## src/rtl/muldiv_pkg.sv

```systemverilog
package muldiv_pkg;
  typedef enum logic [1:0] {
    ST_IDLE = 2'd0,
    ST_RUN  = 2'd1,
    ST_FIN  = 2'd2
  } md_state_t;

  localparam int FLG_C       = 0;
  localparam int FLG_V       = 1;
  localparam int FLG_Z       = 2;
  localparam int FLG_N       = 3;
  localparam int FLG_X       = 4;
  localparam int FLG_KEEP_LO = 8;
endpackage

```

## src/rtl/muldiv_mul_core.sv

```systemverilog
module muldiv_mul_core #(
  parameter int W = 16
) (
  input  logic           clk,
  input  logic           rst,
  input  logic           load,
  input  logic           step,
  input  logic [W-1:0]   a_mag,
  input  logic [W-1:0]   b_mag,
  output logic [2*W-1:0] prod
);
  localparam int DW = 2 * W;

  logic [DW-1:0] acc_q;
  logic [DW-1:0] mcand_q;
  logic [W-1:0]  mplr_q;

  always_ff @(posedge clk) begin
    if (rst) begin
      acc_q   <= '0;
      mcand_q <= '0;
      mplr_q  <= '0;
    end else if (load) begin
      acc_q   <= '0;
      mcand_q <= {{W{1'b0}}, a_mag};
      mplr_q  <= b_mag;
    end else if (step) begin
      if (mplr_q[0]) acc_q <= acc_q + mcand_q;
      mcand_q <= {mcand_q[DW-2:0], 1'b0};
      mplr_q  <= {1'b0, mplr_q[W-1:1]};
    end
  end

  assign prod = acc_q;

  // a freshly loaded multiply starts from an empty accumulator
  a_r1_acc_cleared: assert property (@(posedge clk) disable iff (rst)
    load |=> (acc_q == '0));
endmodule

```

## src/rtl/muldiv_div_core.sv

```systemverilog
module muldiv_div_core #(
  parameter int W = 16
) (
  input  logic           clk,
  input  logic           rst,
  input  logic           load,
  input  logic           step,
  input  logic [2*W-1:0] dd_mag,
  input  logic [W-1:0]   dv_mag,
  output logic [2*W-1:0] quo,
  output logic [W-1:0]   rem
);
  localparam int DW = 2 * W;

  logic [DW-1:0] quo_q;
  logic [W-1:0]  rem_q;
  logic [W-1:0]  dv_q;
  logic [W:0]    shifted;
  logic [W:0]    trial;
  logic          fits;

  always_comb begin
    shifted = {rem_q, quo_q[DW-1]};
    trial   = shifted - {1'b0, dv_q};
    fits    = ~trial[W];
  end

  always_ff @(posedge clk) begin
    if (rst) begin
      quo_q <= '0;
      rem_q <= '0;
      dv_q  <= '0;
    end else if (load) begin
      quo_q <= dd_mag;
      rem_q <= '0;
      dv_q  <= dv_mag;
    end else if (step) begin
      if (fits) begin
        rem_q <= trial[W-1:0];
        quo_q <= {quo_q[DW-2:0], 1'b1};
      end else begin
        rem_q <= shifted[W-1:0];
        quo_q <= {quo_q[DW-2:0], 1'b0};
      end
    end
  end

  assign quo = quo_q;
  assign rem = rem_q;

  // the partial remainder always stays below a non-zero divisor
  a_r3_rem_below_divisor: assert property (@(posedge clk) disable iff (rst)
    (dv_q != '0) |-> (rem_q < dv_q));
endmodule

```

## src/rtl/muldiv_seq.sv

```systemverilog
module muldiv_seq
  import muldiv_pkg::*;
#(
  parameter int W   = 16,
  parameter int SRW = 16
) (
  input  logic           clk,
  input  logic           rst,
  input  logic           start,
  input  logic           op_div,
  input  logic           is_signed,
  input  logic [2*W-1:0] dst,
  input  logic [W-1:0]   src,
  input  logic [SRW-1:0] sr_in,
  output logic           done,
  output logic [2*W-1:0] result,
  output logic           wr_en,
  output logic [SRW-1:0] sr_out,
  output logic           trap
);
  localparam int DW = 2 * W;
  localparam int CW = $clog2(DW);
  localparam logic [CW-1:0] LAST_MUL = CW'(W - 1);
  localparam logic [CW-1:0] LAST_DIV = CW'(DW - 1);
  localparam logic [DW-1:0] LIM_POS  = {{(DW-W+1){1'b0}}, {(W-1){1'b1}}};
  localparam logic [DW-1:0] LIM_NEG  = LIM_POS + DW'(1);

  md_state_t      state;
  logic [CW-1:0]  cnt;
  logic           op_div_q, sgn_q, neg_q, rneg_q, zdiv_q;
  logic [DW-1:0]  dst_q;
  logic [SRW-1:0] sr_q;

  logic           accept;
  logic [W-1:0]   mul_a_mag, mul_b_mag, dv_mag;
  logic [DW-1:0]  dd_mag;
  logic [DW-1:0]  prod, quo;
  logic [W-1:0]   rem;

  always_comb begin
    accept    = start && (state == ST_IDLE);
    mul_a_mag = (is_signed && dst[W-1]) ? ({W{1'b0}} - dst[W-1:0]) : dst[W-1:0];
    mul_b_mag = (is_signed && src[W-1]) ? ({W{1'b0}} - src) : src;
    dd_mag    = (is_signed && dst[DW-1]) ? ({DW{1'b0}} - dst) : dst;
    dv_mag    = mul_b_mag;
  end

  muldiv_mul_core #(.W(W)) u_mul (
    .clk   (clk),
    .rst   (rst),
    .load  (accept && !op_div),
    .step  (state == ST_RUN && !op_div_q),
    .a_mag (mul_a_mag),
    .b_mag (mul_b_mag),
    .prod  (prod)
  );

  muldiv_div_core #(.W(W)) u_div (
    .clk    (clk),
    .rst    (rst),
    .load   (accept && op_div),
    .step   (state == ST_RUN && op_div_q),
    .dd_mag (dd_mag),
    .dv_mag (dv_mag),
    .quo    (quo),
    .rem    (rem)
  );

  // final sign fixup and flag formation
  logic [DW-1:0]  prod_s, quo_s;
  logic [W-1:0]   rem_s;
  logic           ovf;
  logic [SRW-1:0] sr_base, fin_sr;
  logic [DW-1:0]  fin_res;
  logic           fin_wr, fin_trap;
  logic           unused_sr_bits;

  assign unused_sr_bits = ^{sr_q[FLG_KEEP_LO-1:FLG_X+1], sr_q[FLG_N:FLG_C]};

  always_comb begin
    prod_s = neg_q  ? ({DW{1'b0}} - prod) : prod;
    quo_s  = neg_q  ? ({DW{1'b0}} - quo)  : quo;
    rem_s  = rneg_q ? ({W{1'b0}} - rem)   : rem;
    if (sgn_q) ovf = neg_q ? (quo > LIM_NEG) : (quo > LIM_POS);
    else       ovf = |quo[DW-1:W];

    sr_base = '0;
    sr_base[SRW-1:FLG_KEEP_LO] = sr_q[SRW-1:FLG_KEEP_LO];
    sr_base[FLG_X] = sr_q[FLG_X];

    fin_sr   = sr_base;
    fin_res  = dst_q;
    fin_wr   = 1'b0;
    fin_trap = 1'b0;
    if (!op_div_q) begin
      fin_res       = prod_s;
      fin_wr        = 1'b1;
      fin_sr[FLG_N] = prod_s[DW-1];
      fin_sr[FLG_Z] = (prod_s == '0);
    end else if (zdiv_q) begin
      fin_trap = 1'b1;
    end else begin
      fin_sr[FLG_N] = quo_s[W-1];
      fin_sr[FLG_Z] = (quo_s == '0);
      fin_sr[FLG_V] = ovf;
      if (!ovf) begin
        fin_res = {rem_s, quo_s[W-1:0]};
        fin_wr  = 1'b1;
      end
    end
  end

  always_ff @(posedge clk) begin
    if (rst) begin
      state    <= ST_IDLE;
      cnt      <= '0;
      op_div_q <= 1'b0;
      sgn_q    <= 1'b0;
      neg_q    <= 1'b0;
      rneg_q   <= 1'b0;
      zdiv_q   <= 1'b0;
      dst_q    <= '0;
      sr_q     <= '0;
      done     <= 1'b0;
      result   <= '0;
      wr_en    <= 1'b0;
      sr_out   <= '0;
      trap     <= 1'b0;
    end else begin
      done  <= 1'b0;
      wr_en <= 1'b0;
      trap  <= 1'b0;
      case (state)
        ST_IDLE: begin
          if (accept) begin
            op_div_q <= op_div;
            sgn_q    <= is_signed;
            neg_q    <= is_signed && ((op_div ? dst[DW-1] : dst[W-1]) ^ src[W-1]);
            rneg_q   <= is_signed && dst[DW-1];
            zdiv_q   <= op_div && (src == '0);
            dst_q    <= dst;
            sr_q     <= sr_in;
            cnt      <= '0;
            state    <= (op_div && (src == '0)) ? ST_FIN : ST_RUN;
          end
        end
        ST_RUN: begin
          cnt <= cnt + CW'(1);
          if (cnt == (op_div_q ? LAST_DIV : LAST_MUL)) state <= ST_FIN;
        end
        ST_FIN: begin
          done   <= 1'b1;
          result <= fin_res;
          wr_en  <= fin_wr;
          trap   <= fin_trap;
          sr_out <= fin_sr;
          state  <= ST_IDLE;
        end
        default: state <= ST_IDLE;
      endcase
    end
  end

  // completion is a single-cycle pulse
  a_r8_done_pulse: assert property (@(posedge clk) disable iff (rst)
    done |=> !done);
  // strobes appear only alongside done
  a_r8_strobes_with_done: assert property (@(posedge clk) disable iff (rst)
    (wr_en || trap) |-> done);
  // captured request is not replaced while busy
  a_r9_busy_hold: assert property (@(posedge clk) disable iff (rst)
    (state != ST_IDLE && start) |=> ($stable(dst_q) && $stable(sr_q) && $stable(op_div_q)));
  // trap clears the arithmetic flags and blocks write-back
  a_r6_trap_flags: assert property (@(posedge clk) disable iff (rst)
    trap |-> (!wr_en && sr_out[FLG_N:FLG_C] == '0 && sr_out[FLG_X] == sr_q[FLG_X]));
  // a refused divide sets V and hands back the destination
  a_r4_no_overflow_write: assert property (@(posedge clk) disable iff (rst)
    (done && op_div_q && !trap && !wr_en) |-> (sr_out[FLG_V] && result == dst_q));
  // a multiply always writes back with V and C clear
  a_r2_mul_vc_clear: assert property (@(posedge clk) disable iff (rst)
    (done && !op_div_q) |-> (wr_en && !sr_out[FLG_V] && !sr_out[FLG_C]));
endmodule

```

## config.mk

```make
export PLATFORM = sky130hd
export DESIGN_NAME = muldiv_seq
export DESIGN_NICKNAME = d
export VERILOG_FILES = /design/src/rtl/muldiv_pkg.sv /design/src/rtl/muldiv_mul_core.sv /design/src/rtl/muldiv_div_core.sv /design/src/rtl/muldiv_seq.sv
export SDC_FILE = /design/constraint.sdc
export NUM_CORES = 1
export LEC_CHECK = 0
export BUFFER_PORTS_ARGS = -buffer_cell sky130_fd_sc_hd__buf_2
export CORE_MARGIN = 2
export CORE_UTILIZATION = 59
export CTS_CLUSTER_SIZE = 24
export DETAILED_ROUTE_END_ITERATION = 7
export GPL_ROUTABILITY_DRIVEN = 1
export PLACE_DENSITY_LB_ADDON = 0.1
export SYNTH_ARGS = -nofsm -noshare
export SYNTH_HDL_FRONTEND = slang
export SYNTH_SLANG_ARGS = --single-unit
```

## constraint.sdc

```tcl
create_clock -name clk -period 4 [get_ports clk]
set_input_delay 0.8 -clock clk [delete_from_list [all_inputs] [get_ports clk]]
set_output_delay 0.8 -clock clk [all_outputs]
set_load 0.005 [all_outputs]
```

==> metrics <==
status=finished clean; postcts setup bufs=0; Finish-stage setup viols=0; startpoint types=register; Vias per Instance=6.043; # fillers=between 2000 and 2500; Clock Root Buffer=clkbuf_16; CTS tree=built; maximum VDD drop=0.0003704 V; max_cap viols=0; post-synthesis cell area=0.01509 sq mm; total global routing overflow=0; clock skew=19.76 ps; layout cells sized above 1=11.04%; Rel. slew slack=28.52%; Port Buffer Count=108; critical path endpoint category=register; synth unique cells=71; I/O pin count=120; global placement routability congestion=0.9784; Worst Tran Pin Value=roughly 1100 ps; htree depth=1; Starting Density=60.08%; largest net degree at the start of global routing=69; Synth Register Bits=~240; Residual DRC=0; post-synthesis sequential area ratio=32.38%; DR pass1 iterations=5; Syn-to-layout area delta=11.55%; RSZ-0062 raised after global routing=no; Synth top area share=between 30 and 40%; leakage power=6.638 nW; CTS Buf Count=28; initial DRC count=about 1300; pre-CTS WS=207.3 ps; post-synthesis async set-or-reset flop share=0%; Die H=roughly 160 um; Max FO, Critical Path=6; total track usage=32.29%; core area=0.02511 sq mm; die area=0.02686 sq mm; CTS Buffer Depth=3; CP required=4460 ps; vias in the first global route=13460; Area contributors post-synth=dfxtp_1 (32%), nand2_1 (10%), a21oi_1 (7.3%); Routed Antenna Nets=0; Post-synth EDFFs=0; Tcrit/Tclk final=between 90% and 100%; P per Cell Area=397.4 mW/mm^2; Setup TNS Final=0 ps; dpl hpwl=around 32 mm; Hold Vio Cnt, Final=0; vias=14750; Setup CP Type=register to register; initial antenna violation count=2; number of nets in the layout=2215; Mapped Cells=2045; fin worst setup slack=232.5 ps; Critical Path AT=4230 ps; clk slew on worst S/H paths=60 ps; max-slew violations=0; HP Class=register to register; first-pass GRT wire length=~70 mm; # rows=58; CTS Sinks=between 200 and 250; worst-skew pair later-pin latency=550 ps; Highest Clock Rate=0.2654 GHz; Avg Inst Size Synth=7.377 sq um; drt total wl=between 40 and 50 mm; Chip Width=163.9 um; final critical-path required period=about 3800 ps; warning count from the yosys run=0; area leader, netlist=dfxtp_1; Main synth FF type=dfxtp_1; drt wl/cell=18.00 um
==> placed cells by master (no fill, tap or decap), types with 13 or more instances in the layout <==
| cell type | n |
|---|---|
| o211ai_1 | 22 |
| nor2_1 | 199 |
| a22oi_1 | 21 |
| inv_1 | 41 |
| o21ai_1 | 37 |
| clkbuf_16 | 29 |
| xnor2_1 | 86 |
| and3_1 | 20 |
| a21o_1 | 19 |
| o31ai_1 | 27 |
| ha_1 | 55 |
| nand3_1 | 27 |
| nand2_1 | 404 |
| a311oi_1 | 30 |
| nand2b_1 | 21 |
| dfxtp_1 | 242 |
| nor2b_1 | 13 |
| nor4_1 | 14 |
| a21oi_1 | 219 |
| buf_2 | 107 |
| a211oi_1 | 62 |
| xor2_1 | 61 |
| or4_1 | 14 |
| o21ai_0 | 62 |
| buf_4 | 48 |
| nor3_1 | 36 |
| mux2i_1 | 25 |
==> registers in the layout, indices dropped and copies added, names as in the netlist <==
signal         flops
rneg_q             1
u_div.dv_q        16
sr_q               9
u_div.quo         32
op_div_q           1
neg_q              1
sgn_q              1
zdiv_q             1
cnt                5
u_div.rem         16
trap               1
result            32
done               1
state              2
wr_en              1
u_mul.prod        32
sr_out            12
u_mul.mplr_q      16
dst_q             32
u_mul.mcand_q     32
==> through the flow <==
step	area (sq um)	cells	power (mW)	utilization, %	hold slack [ps]
2_1_floorplan	15100	2048	3.735	-	432.1
3_3_place_gp	15900	2389	4.164	63.31	438.0
4_1_cts	16810	2440	6.699	66.93	449.0
3_5_place_dp	15900	2389	4.191	63.31	443.0
5_1_grt	16830	2440	6.981	67.01	469.0
6_report	16830	2441	6.687	67.02	448.6
==> what timing repair did <==
item,4_1_cts,5_1_grt
setup endpoints to repair,0,5
gates resized for setup,0,3
hold buffers,0,0
==> critical path, stage by stage (launching register included) <==
cell and delay (ps):
dfxtp_1 370, or4_4 560, nor2_4 190, nand4_2 190, or4_4 550, or4_4 460
mux2_1 220, a32oi_1 90, or4_1 430, nor4_1 360, a311oi_1 90, nor3_1 170
==> cell families (layout without fill, tap and decap cells) <==
group,Yosys count,after routing,synth area share [%]
AND/OR/NAND/NOR,812,812,23.87
other,1,5,0.02486
XOR/XNOR,148,148,8.592
AO/OA/AOI/OAI,567,567,23.48
buffers and inverters,187,249,4.869
multiplexers,29,29,1.957
adder cells (fa/ha/maj),57,57,4.827
flip-flops,244,244,32.38
==> layout make-up <==
class	instances	area (sq um)	area share, %
Antenna cell	1	2.502	0.01487
Clock buffer	42	854.6	5.078
Clock inverter	9	55.05	0.3271
Inverter	41	153.9	0.9145
Multi-Input combinational cell	1617	9535	56.66
Sequential cell	244	4887	29.04
Tap cell	330	412.9	2.454
Timing Repair Buffer	157	927.1	5.509
==> power by group <==
group          total [mW]  internal, mW  switching (mW)
Combinational        1.49         0.551           0.943
Sequential           2.68          2.55           0.126
Clock                2.52          1.47            1.05
Total                6.69          4.57            2.12
==> metal layers <==
layer | routed length, um | part of all wire [%] | track usage (%)
met4 | 1614 | 3.7 | 11.40
met5 | 8 | 0.018 | 0
met1 | 19590 | 45 | 44.36
met3 | 3279 | 7.5 | 4.798
met2 | 19440 | 44 | 51.68
==> synth_stat cells (4+ instances only) <==
master,count
nand2_1,404
dfxtp_1,244
a21oi_1,219
nor2_1,201
clkbuf_1,121
xnor2_1,87
a211oi_1,62
o21ai_0,62
xor2_1,61
ha_1,55
inv_1,41
o21ai_1,37
nor3_1,36
a311oi_1,30
nand3_1,27
o31ai_1,27
mux2i_1,25
nand2b_1,22
o211ai_1,22
a22oi_1,21
and3_1,21
a21o_1,19
nor2b_1,15
buf_1,14
nor4_1,14
or4_1,14
nand4_1,10
o21a_1,10
o41ai_1,10
or3_1,10
a31oi_1,9
and2_1,7
o21bai_1,7
a211o_1,5
buf_2,5
buf_4,5
a221oi_1,4
a32oi_1,4
nand4b_1,4
or2_2,4
==> worst paths after layout <==
kind,start,end,slack (ps),cells after the start
max,u_mul.prod[7]$_SDFFE_PP0P_,sr_out[2]$_SDFFE_PP0P_,230,11
min reg2reg,sr_q[9]$_SDFFE_PP0P_,sr_out[9]$_SDFFE_PP0P_,450,2
max reg2reg,u_mul.prod[7]$_SDFFE_PP0P_,sr_out[2]$_SDFFE_PP0P_,230,11
min,sr_q[9]$_SDFFE_PP0P_,sr_out[9]$_SDFFE_PP0P_,450,2
No activity file was read; power rests on OpenSTA's default activity.
